--- config.mk ---
export PLATFORM = sky130hd
export DESIGN_NAME = clkdiv_bank
export DESIGN_NICKNAME = d
export VERILOG_FILES = /design/src/rtl/clkdiv_pkg.sv /design/src/rtl/clkdiv_regs.sv /design/src/rtl/clkdiv_sync.sv /design/src/rtl/clkdiv_core.sv /design/src/rtl/clkdiv_bank.sv
export SDC_FILE = /design/constraint.sdc
export NUM_CORES = 1
export LEC_CHECK = 0
export ABC_AREA = 1
export BUFFER_PORTS_ARGS = -buffer_cell sky130_fd_sc_hd__buf_2
export CAP_MARGIN = 20
export CORE_MARGIN = 2
export CORE_UTILIZATION = 55
export CTS_CLUSTER_DIAMETER = 100
export CTS_CLUSTER_SIZE = 28
export DETAILED_ROUTE_END_ITERATION = 8
export MAX_ROUTING_LAYER = met4
export PLACE_DENSITY_LB_ADDON = 0.08
export RECOVER_POWER = 100
export REMOVE_ABC_BUFFERS = 1
export SYNTH_ARGS = -nofsm -noshare
export SYNTH_HDL_FRONTEND = slang
export SYNTH_HIERARCHICAL = 1
export SYNTH_SLANG_ARGS = --single-unit
--- constraint.sdc ---
create_clock -name clk -period 3.2 [get_ports clk]
set_input_delay 0.64 -clock clk [delete_from_list [all_inputs] [get_ports clk]]
set_output_delay 0.64 -clock clk [all_outputs]
set_load 0.02 [all_outputs]
--- src/rtl/clkdiv_pkg.sv ---
package clkdiv_pkg;
  localparam int CODE_W   = 3;
  localparam int MAX_HALF = 32;
  localparam int HALF_W   = $clog2(MAX_HALF);

  localparam logic [7:0] OFS_DIV = 8'h43;
  localparam logic [7:0] OFS_ENA = 8'h46;
  localparam int         ENA_BIT = 7;

  typedef struct packed {
    logic [CODE_W-1:0] code;
    logic              ena;
  } unit_cfg_t;

  // Half period minus one, in reference cycles, for codes with ratio >= 2.
  function automatic logic [HALF_W-1:0] half_m1(input logic [CODE_W-1:0] c);
    int sh;
    if (c < 3'd2) return '0;
    sh = int'(c) - 2;
    return HALF_W'((1 << sh) - 1);
  endfunction

  // Codes 0 and 1 both mean "no division".
  function automatic logic is_bypass(input logic [CODE_W-1:0] c);
    return (c <= 3'd1);
  endfunction
endpackage

--- src/rtl/clkdiv_regs.sv ---
module clkdiv_regs
  import clkdiv_pkg::*;
#(
  parameter int N_UNITS = 3,
  parameter int ADDR_W  = 12
) (
  input  logic                    clk,
  input  logic                    rst,
  input  logic                    wr,
  input  logic                    rd,
  input  logic [ADDR_W-1:0]       addr,
  input  logic [7:0]              wdata,
  output logic [7:0]              rdata,
  output unit_cfg_t [N_UNITS-1:0] cfg
);
  localparam int UIDX_W = ADDR_W - 8;

  logic [UIDX_W-1:0] uidx;
  logic [7:0]        offs;
  logic [7:0]        rd_mux;

  assign uidx = addr[ADDR_W-1:8];
  assign offs = addr[7:0];

  for (genvar i = 0; i < N_UNITS; i++) begin : g_unit
    localparam logic [UIDX_W-1:0] MY_IDX = UIDX_W'(i);
    always_ff @(posedge clk) begin
      if (rst) begin
        cfg[i] <= '0;
      end else if (wr && uidx == MY_IDX) begin
        if (offs == OFS_DIV) cfg[i].code <= wdata[CODE_W-1:0];
        if (offs == OFS_ENA) cfg[i].ena  <= wdata[ENA_BIT];
      end
    end
  end

  always_comb begin
    rd_mux = '0;
    for (int i = 0; i < N_UNITS; i++) begin
      if (uidx == UIDX_W'(i)) begin
        if (offs == OFS_DIV) rd_mux = {{(8-CODE_W){1'b0}}, cfg[i].code};
        if (offs == OFS_ENA) rd_mux = {cfg[i].ena, 7'b0};
      end
    end
  end

  always_ff @(posedge clk) begin
    if (rst)     rdata <= '0;
    else if (rd) rdata <= rd_mux;
    else         rdata <= '0;
  end
endmodule

--- src/rtl/clkdiv_sync.sv ---
module clkdiv_sync #(
  parameter int STAGES = 2
) (
  input  logic clk,
  input  logic rst,
  input  logic d,
  output logic q
);
  logic [STAGES-1:0] chain;

  always_ff @(posedge clk) begin
    if (rst) chain <= '0;
    else     chain <= {chain[STAGES-2:0], d};
  end

  assign q = chain[STAGES-1];
endmodule

--- src/rtl/clkdiv_core.sv ---
module clkdiv_core
  import clkdiv_pkg::*;
(
  input  logic              clk,
  input  logic              rst,
  input  logic              ena_s,
  input  logic [CODE_W-1:0] code,
  output logic              div_o
);
  logic [CODE_W-1:0] act_code;
  logic [HALF_W-1:0] cnt;
  logic              run_q;
  logic              out_q;
  logic              gate_n;
  logic              bypass;
  logic [HALF_W-1:0] last;

  assign bypass = is_bypass(act_code);
  assign last   = half_m1(act_code);

  // Divide path: toggle every half period, start and stop only while low.
  always_ff @(posedge clk) begin
    if (rst) begin
      act_code <= '0;
      cnt      <= '0;
      run_q    <= 1'b0;
      out_q    <= 1'b0;
    end else begin
      if (!ena_s && !run_q && !gate_n) act_code <= code;
      if (!run_q) begin
        out_q <= 1'b0;
        cnt   <= '0;
        if (ena_s && !bypass) run_q <= 1'b1;
      end else if (!ena_s && !out_q) begin
        run_q <= 1'b0;
        cnt   <= '0;
      end else if (cnt == last) begin
        cnt   <= '0;
        out_q <= ~out_q;
        if (!ena_s && out_q) run_q <= 1'b0;
      end else begin
        cnt <= cnt + 1'b1;
      end
    end
  end

  // Pass-through path: gate changes only while the reference clock is low.
  always_ff @(negedge clk) begin
    if (rst) gate_n <= 1'b0;
    else     gate_n <= ena_s && bypass && !run_q;
  end

  assign div_o = bypass ? (clk & gate_n) : out_q;
endmodule

--- src/rtl/clkdiv_bank.sv ---
module clkdiv_bank
  import clkdiv_pkg::*;
#(
  parameter int N_UNITS     = 3,
  parameter int ADDR_W      = 12,
  parameter int SYNC_STAGES = 2
) (
  input  logic               clk,
  input  logic               rst,
  input  logic               reg_wr,
  input  logic               reg_rd,
  input  logic [ADDR_W-1:0]  reg_addr,
  input  logic [7:0]         reg_wdata,
  output logic [7:0]         reg_rdata,
  output logic [N_UNITS-1:0] div_clk_o
);
  unit_cfg_t [N_UNITS-1:0] cfg;

  clkdiv_regs #(.N_UNITS(N_UNITS), .ADDR_W(ADDR_W)) u_regs (
    .clk   (clk),
    .rst   (rst),
    .wr    (reg_wr),
    .rd    (reg_rd),
    .addr  (reg_addr),
    .wdata (reg_wdata),
    .rdata (reg_rdata),
    .cfg   (cfg)
  );

  for (genvar i = 0; i < N_UNITS; i++) begin : g_div
    logic ena_s;

    clkdiv_sync #(.STAGES(SYNC_STAGES)) u_sync (
      .clk (clk),
      .rst (rst),
      .d   (cfg[i].ena),
      .q   (ena_s)
    );

    clkdiv_core u_core (
      .clk   (clk),
      .rst   (rst),
      .ena_s (ena_s),
      .code  (cfg[i].code),
      .div_o (div_clk_o[i])
    );
  end
endmodule

**Yosys cells after proc, flatten, opt, wreduce, memory -nomap -nowiden**

Index checks and enable logic that the tools add are counted.

- Bits in registers: 59
- Input bits: 24
- Output and inout bits: 11
- Word-level logic and storage cells: 155

- Add/subtract/negate cells: 9
- $lt $le $gt $ge: 6
- Equality and inequality tests: 7
- Shift-type cells: 3
- Mux-type cells: 36
- Bitwise operators: 13
- Reduce and logical (&&, ||, !) cells: 56

Operator list:

| kind | count |
|---|---|
| left shift 1 x 32 -> 5 bit, first input constant | 3 |
| 2-to-1 mux 8 bit | 8 |
| 2-to-1 mux 5 bit | 6 |
| logical AND 1 bit | 24 |
| 2-to-1 mux 1 bit | 21 |
| AND reduction 2 bit | 9 |
| == test 8 x 7 -> 1 bit, second input constant | 2 |
| adder 5 x 1 -> 5 bit, second input constant | 3 |
| == test 5 bit | 3 |
| zero test 1 bit | 15 |
| subtractor 5 x 2 -> 5 bit, second input constant | 3 |
| OR reduction 4 bit | 3 |
| subtractor 3 x 2 -> 4 bit, second input constant | 3 |
| NOT 1 bit | 10 |
| less-or-equal comparator 3 x 1 -> 1 bit, second input constant | 3 |
| less-than comparator 3 x 2 -> 1 bit, second input constant | 3 |
| OR reduction 2 bit | 4 |
| == test 4 x 1 -> 1 bit, second input constant | 1 |
| == test 4 x 2 -> 1 bit, second input constant | 1 |
| zero test 4 bit | 1 |
| AND 1 bit | 3 |
| 2-to-1 mux 3 bit | 1 |

**Depth between registers and ports, before layout**

Gate-level depths: netlist (run 1).

- Word-level depth: 10
- Depth in mapped cells: 16
- Gate-level depth less buffers: 16

**Cells and area by module**

Netlist (run 1), hierarchy kept.

Modules (own cells, without submodules):

| module | times used | cells each | area an instance (um^2) | sequential area each (um^2) |
|---|---|---|---|---|
| clkdiv_core (g_div[0].u_core ...) | 2 | 92 | 665.6 | 220.2 |
| clkdiv_regs | 1 | 149 | 937.1 | 320.3 |
| clkdiv_core (g_div[2].u_core) | 1 | 110 | 752.0 | 220.2 |
| clkdiv_sync | 3 | 6 | 55.1 | 40.0 |

==> impl_metrics.json, run 1 <==
{
  "status": "finished, violations left",
  "violations": "negative setup slack",
  "ff2ff_setup_slack_ns": 0.14,
  "grt_pass1_wl_um": 10600,
  "synth-seq-cells": 55,
  "area_delta_synth_final_pct": 11.3,
  "design_area_mm2": 0.00355,
  "cts_hold_buf": 0,
  "r2r-end": "g_div[2].u_core/gate_n",
  "grt_remaining_overflow": 0,
  "place.gp.congestion": 0.883,
  "antenna_found_initial": 0,
  "row_count": 27,
  "final.setup_skew_ns": 0.0793,
  "rsz0062_at_grt": "yes",
  "final_cell_mix": "nand2_1 (85), inv_1 (72), nor2_1 (67)",
  "hpwlAfterDp_um": 4440,
  "grt_pass1_vias": 2614,
  "timing.final.ws_setup_ns": -0.172,
  "critPathMaxFanout": 2,
  "tightest_slew_ns": 0.947,
  "p_per_area_mw_per_mm2": 393,
  "final_hold_viol_count": 0,
  "maxCapViolations": 0,
  "r2r_cells": 7,
  "via_per_inst": 4.87,
  "fin_nets": 536,
  "drive_gt1_share_pct": 16.4,
  "drtPass1Iterations": 4,
  "grt_start_max_net_pins": 17,
  "avgRoutedWirePerCell_um": 10.4,
  "path_class": "reg -> out",
  "maxSlewHeadroom_pct": 36.6,
  "finish.utilization_pct": 64.0,
  "synthCells": 461,
  "ant_nets": 0,
  "vdd_ir_drop_max_v": 0.000237,
  "final_common_cell": "nand2_1",
  "core-area_mm2": 0.00554,
  "clk_pin_slew_ns": 0.09,
  "place_area_mm2": 0.00338,
  "vias": 2787,
  "timing_max_transition_violations_final": 0,
  "startpoint_type": "flop",
  "drtIter0Drc": 104,
  "drc": 0,
  "hp-class": "reg -> reg",
  "fin_cells": 572,
  "total_power_mw": 1.39,
  "holdPathStages": 2,
  "routed_wl_um": 5940,
  "initial_core_util_pct": 57.5,
  "holdPathEnd": "g_div[1].u_sync/chain[1]",
  "avgSynthCellArea_um2": 6.91,
  "syn-cell-area_mm2": 0.00319,
  "tritoncts": "built",
  "seq_area_frac_synth_pct": 34.6,
  "clock_latency_ns": 0.49,
  "die_h_um": 80.1,
  "worst_setup_path_end_kind": "output pin",
  "rr_startpoint": "g_div[2].u_core/act_code[1]",
  "required_ns": 2.56,
  "die_w_um": 80.1,
  "setup_violations": 6,
  "ys_types": 29,
  "p_leak_nw": 1.59,
  "cp.arrival_ns": 2.73,
  "dp_cells": 557,
  "io_pins": 35,
  "min-delay-start": "g_div[1].u_sync/chain[0]",
  "antenna_cells": 0,
  "die_area_mm2": 0.00642,
  "portBuffers": 26,
  "yosys_warnings": 6,
  "grt_usage_pct": 21.5
}
-- area by class of cell --
class	count	area [um2]
Multi-Input combinational cell	325	1720
Clock inverter	6	63.8
Sequential cell	55	1100
Tap cell	72	90.1
Fill cell	543	1990
Inverter	76	285
Timing Repair Buffer	25	123
Clock buffer	13	158
-- what timing repair did --
action                     CTS  global route
pin swaps                    0             1
resized for setup           15             2
setup endpoints to repair    6             7
setup buffers                1             1
cloned                       0             0
-- kinds of logic (layout without fill, tap and decap cells) --
| logic type | after synthesis | count (layout) | synth area share [%] |
|---|---|---|---|
| DFF | 55 | 55 | 34.6 |
| xor gates and xnor gates | 11 | 11 | 3.02 |
| and+or+nand+nor | 242 | 242 | 37.1 |
| buffers and inverters | 84 | 120 | 10.6 |
| AOI/OAI and AO/OA | 54 | 54 | 9.07 |
| adders and majority gates | 14 | 14 | 5.50 |
| other | 1 | 4 | 0.118 |
-- state kept, by name, indices dropped and copies added (netlist names) --
register               flops
g_div.u_core/act_code      9
u_regs/cfg                12
g_div.u_core/cnt          15
g_div.u_core/out_q         3
g_div.u_sync/chain         6
u_regs/rdata               4
g_div.u_core/gate_n        3
g_div.u_core/run_q         3
-- worst max-delay path by stage --
stage	startpoint	end	slack, ns	cells past startpoint
after floorplan	g_div[2].u_core/act_code[1]	g_div[2].u_core/gate_n	0.30	7
after global placement	g_div[2].u_core/act_code[1]	g_div[2].u_core/gate_n	0.17	7
after detailed placement	g_div[2].u_core/act_code[1]	g_div[2].u_core/gate_n	0.12	7
after CTS	g_div[2].u_core/gate_n	div_clk_o[2]	-0.19	3
after global routing	g_div[2].u_core/gate_n	div_clk_o[2]	-0.23	3
final	g_div[2].u_core/gate_n	div_clk_o[2]	-0.17	3
-- power by group --
| group | total, mW | internal (mW) | switching, mW |
|---|---|---|---|
| Clock | 0.657 | 0.387 | 0.270 |
| Sequential | 0.684 | 0.684 | 0.0000409 |
| Combinational | 0.0522 | 0.0164 | 0.0358 |
-- cells in the mapped netlist --
library cell   n  area [um2]
xor2_1         8        70.1
o21ai_1        2        10.0
conb_1         1        3.75
a21oi_2        1        8.76
nor2_4         7        78.8
nand2_4        3        33.8
nor2_1        61         229
nand2_1       82         308
a21oi_1       23         115
nand2_2       10        62.6
o21ai_0       22         110
ha_1          14         175
clkinv_1       2        7.51
nand3_1       40         200
buf_4          4        30.0
o31ai_1        1        7.51
nand4_1        5        31.3
nand4_2        1        12.5
dfxtp_1       55        1100
inv_1         72         270
o21bai_1       3        22.5
xnor2_1        3        26.3
inv_2          5        18.8
nand3b_1       2        15.0
buf_6          1        11.3
o211ai_1       2        15.0
nor2_2        17         106
nand3_2        7        70.1
nor3_1         7        35.0
-- routing by layer --
metal	vias to the layer above	part of all wire (%)	global-route usage, %
li1	1516	-	-
met1	1215	49	26.5
met2	48	46	33.1
met3	8	3.9	5.28
met4	0	1.5	10.3
met5	-	0	-
-- critical path, stage by stage (launching register included) --
cell and delay, ns:
dfxtp_2 0.33, nand3_2 0.06, o21ai_1 0.10, buf_4 0.16
-- through the flow --
step | TNS, ns | hold WS (ns) | setup WS (ns)
6_report | -0.409 | 0.406 | -0.172
2_1_floorplan | 0 | 0.388 | 0.301
5_1_grt | -0.698 | 0.430 | -0.234
3_3_place_gp | 0 | 0.391 | 0.171
4_1_cts | -0.425 | 0.406 | -0.186
3_5_place_dp | 0 | 0.392 | 0.121
Power figures use the tool's default switching activity.
==> run 2, diff against run 1 <==
Settings changed: CORE_UTILIZATION 55 to 53, PLACE_DENSITY set to 0.72, PLACE_DENSITY_LB_ADDON 0.08 to not set.
Clock period 3.2 ns to 3.1 ns, I/O delays scaled along.
==> impl_metrics.json, run 2 (same netlist as run 1, synthesis figures left out) <==
{
  "die_h_um": 81.5,
  "holdPathEnd": "g_div[0].u_sync/chain[1]",
  "hp-class": "reg -> reg",
  "r2r_cells": 7,
  "final_hold_viol_count": 0,
  "grt_remaining_overflow": 0,
  "reg_top3": "g_div.u_core/cnt: 15 flops, u_regs/cfg: 12 flops, g_div.u_core/act_code: 9 flops",
  "vdd_ir_drop_max_v": 0.000197,
  "critPathSlowestCell": "dfxtp_2",
  "worst_setup_path_end_kind": "output pin",
  "hpwlAfterDp_um": 4570,
  "drtPass1Iterations": 4,
  "min-delay-start": "g_div[0].u_sync/chain[0]",
  "timing.final.ws_setup_ns": -0.179,
  "grt_start_max_net_pins": 17,
  "grt_pass1_wl_um": 10300,
  "avgRoutedWirePerCell_um": 10.4,
  "ant_nets": 0,
  "p_leak_nw": 1.57,
  "largest_reg_flops": 15,
  "core-area_mm2": 0.00585,
  "finish.utilization_pct": 60.4,
  "grt_pass1_vias": 2595,
  "row_count": 28,
  "total_power_mw": 1.36,
  "final_cell_mix": "nand2_1 (85), inv_1 (72), nor2_1 (67)",
  "tritoncts": "built",
  "p_per_area_mw_per_mm2": 386,
  "cts_hold_buf": 0,
  "area_delta_synth_final_pct": 10.8,
  "drive_gt1_share_pct": 16.4,
  "tightest_slew_ns": 0.942,
  "critPathMaxFanout": 2,
  "startpoint_type": "flop",
  "antenna_cells": 0,
  "r2r-end": "g_div[2].u_core/gate_n",
  "routed_wl_um": 5970,
  "status": "finished, violations left",
  "violations": "negative setup slack",
  "timing_max_transition_violations_final": 0,
  "cp.arrival_ns": 2.66,
  "drtIter0Drc": 103,
  "pre_cts_ws_ns": 0.122,
  "via_per_inst": 4.91,
  "place.gp.congestion": 0.826,
  "setup_violations": 6,
  "final_common_cell": "nand2_1",
  "path_class": "reg -> out",
  "grt_usage_pct": 20.8,
  "rsz0062_at_grt": "yes",
  "die_w_um": 81.5,
  "die_area_mm2": 0.00665,
  "rr_startpoint": "g_div[2].u_core/act_code[1]",
  "crit_start": "g_div[2].u_core/gate_n",
  "portBuffers": 26,
  "path_cells": "nand3_2 -> o21ai_2 -> buf_6",
  "design_area_mm2": 0.00353,
  "fin_nets": 536,
  "initial_core_util_pct": 54.4,
  "regMostFlops": "g_div.u_core/cnt",
  "maxSlewHeadroom_pct": 37.0,
  "vias": 2825,
  "fill_cells": 586,
  "antenna_found_initial": 0,
  "drc": 0,
  "place_area_mm2": 0.00339,
  "critical-path-max-stage-delay_ns": 0.32,
  "clock_latency_ns": 0.48,
  "clk_pin_slew_ns": 0.09,
  "maxCapViolations": 0,
  "final.setup_skew_ns": 0.0760,
  "required_ns": 2.48,
  "io_pins": 35,
  "holdPathStages": 2,
  "ff2ff_setup_slack_ns": 0.17
}
run 2: repair_timing:
action / CTS / global route
buffers inserted: 0 / 1
gates resized for setup: 16 / 3
setup endpoints to repair: 6 / 7
run 2: worst max path at each step:
stage / end / depth (start not counted) / slack [ns]
2_1_floorplan: g_div[2].u_core/gate_n / 7 / 0.25
3_3_place_gp: g_div[2].u_core/gate_n / 7 / 0.19
3_5_place_dp: g_div[2].u_core/gate_n / 7 / 0.12
4_1_cts: div_clk_o[2] / 3 / -0.21
5_1_grt: div_clk_o[2] / 3 / -0.24
6_report: div_clk_o[2] / 3 / -0.18
run 2: area by class of cell:
type	count	area [um2]	share of cell area (%)
Clock buffer	13	161	4.57
Tap cell	75	93.8	2.66
Timing Repair Buffer	25	119	3.37
Clock inverter	6	40.0	1.13
Multi-Input combinational cell	325	1730	48.9
Inverter	76	285	8.08
Sequential cell	55	1100	31.3
run 2: where the power goes:
part / switching (mW) / total (mW) / internal, mW
combinational: 0.0365 / 0.0534 / 0.0169
sequential: 0.0000439 / 0.706 / 0.706
clock: 0.285 / 0.604 / 0.318
run 2: per-stage QoR:
step | cells | hold WS [ns] | TNS [ns]
6_report | 575 | 0.409 | -0.477
5_1_grt | 575 | 0.413 | -0.662
4_1_cts | 574 | 0.409 | -0.537
3_5_place_dp | 561 | 0.395 | 0
3_3_place_gp | 561 | 0.390 | 0
2_1_floorplan | 459 | 0.388 | 0
run 2: critical path: cells and delay by family (launching register included):
family          cells  cell delay (ns)
flops               1             0.32
buf+inv             1             0.14
compound gates      1             0.10
simple gates        1             0.07
run 2: per-layer routing:
| metal | track usage [%] | routed length [um] | up-vias |
|---|---|---|---|
| li1 | - | - | 1514 |
| met4 | 12.5 | 159 | 0 |
| met5 | - | 0 | - |
| met3 | 5.38 | 255 | 15 |
| met1 | 22.8 | 2830 | 1236 |
| met2 | 33.9 | 2720 | 60 |
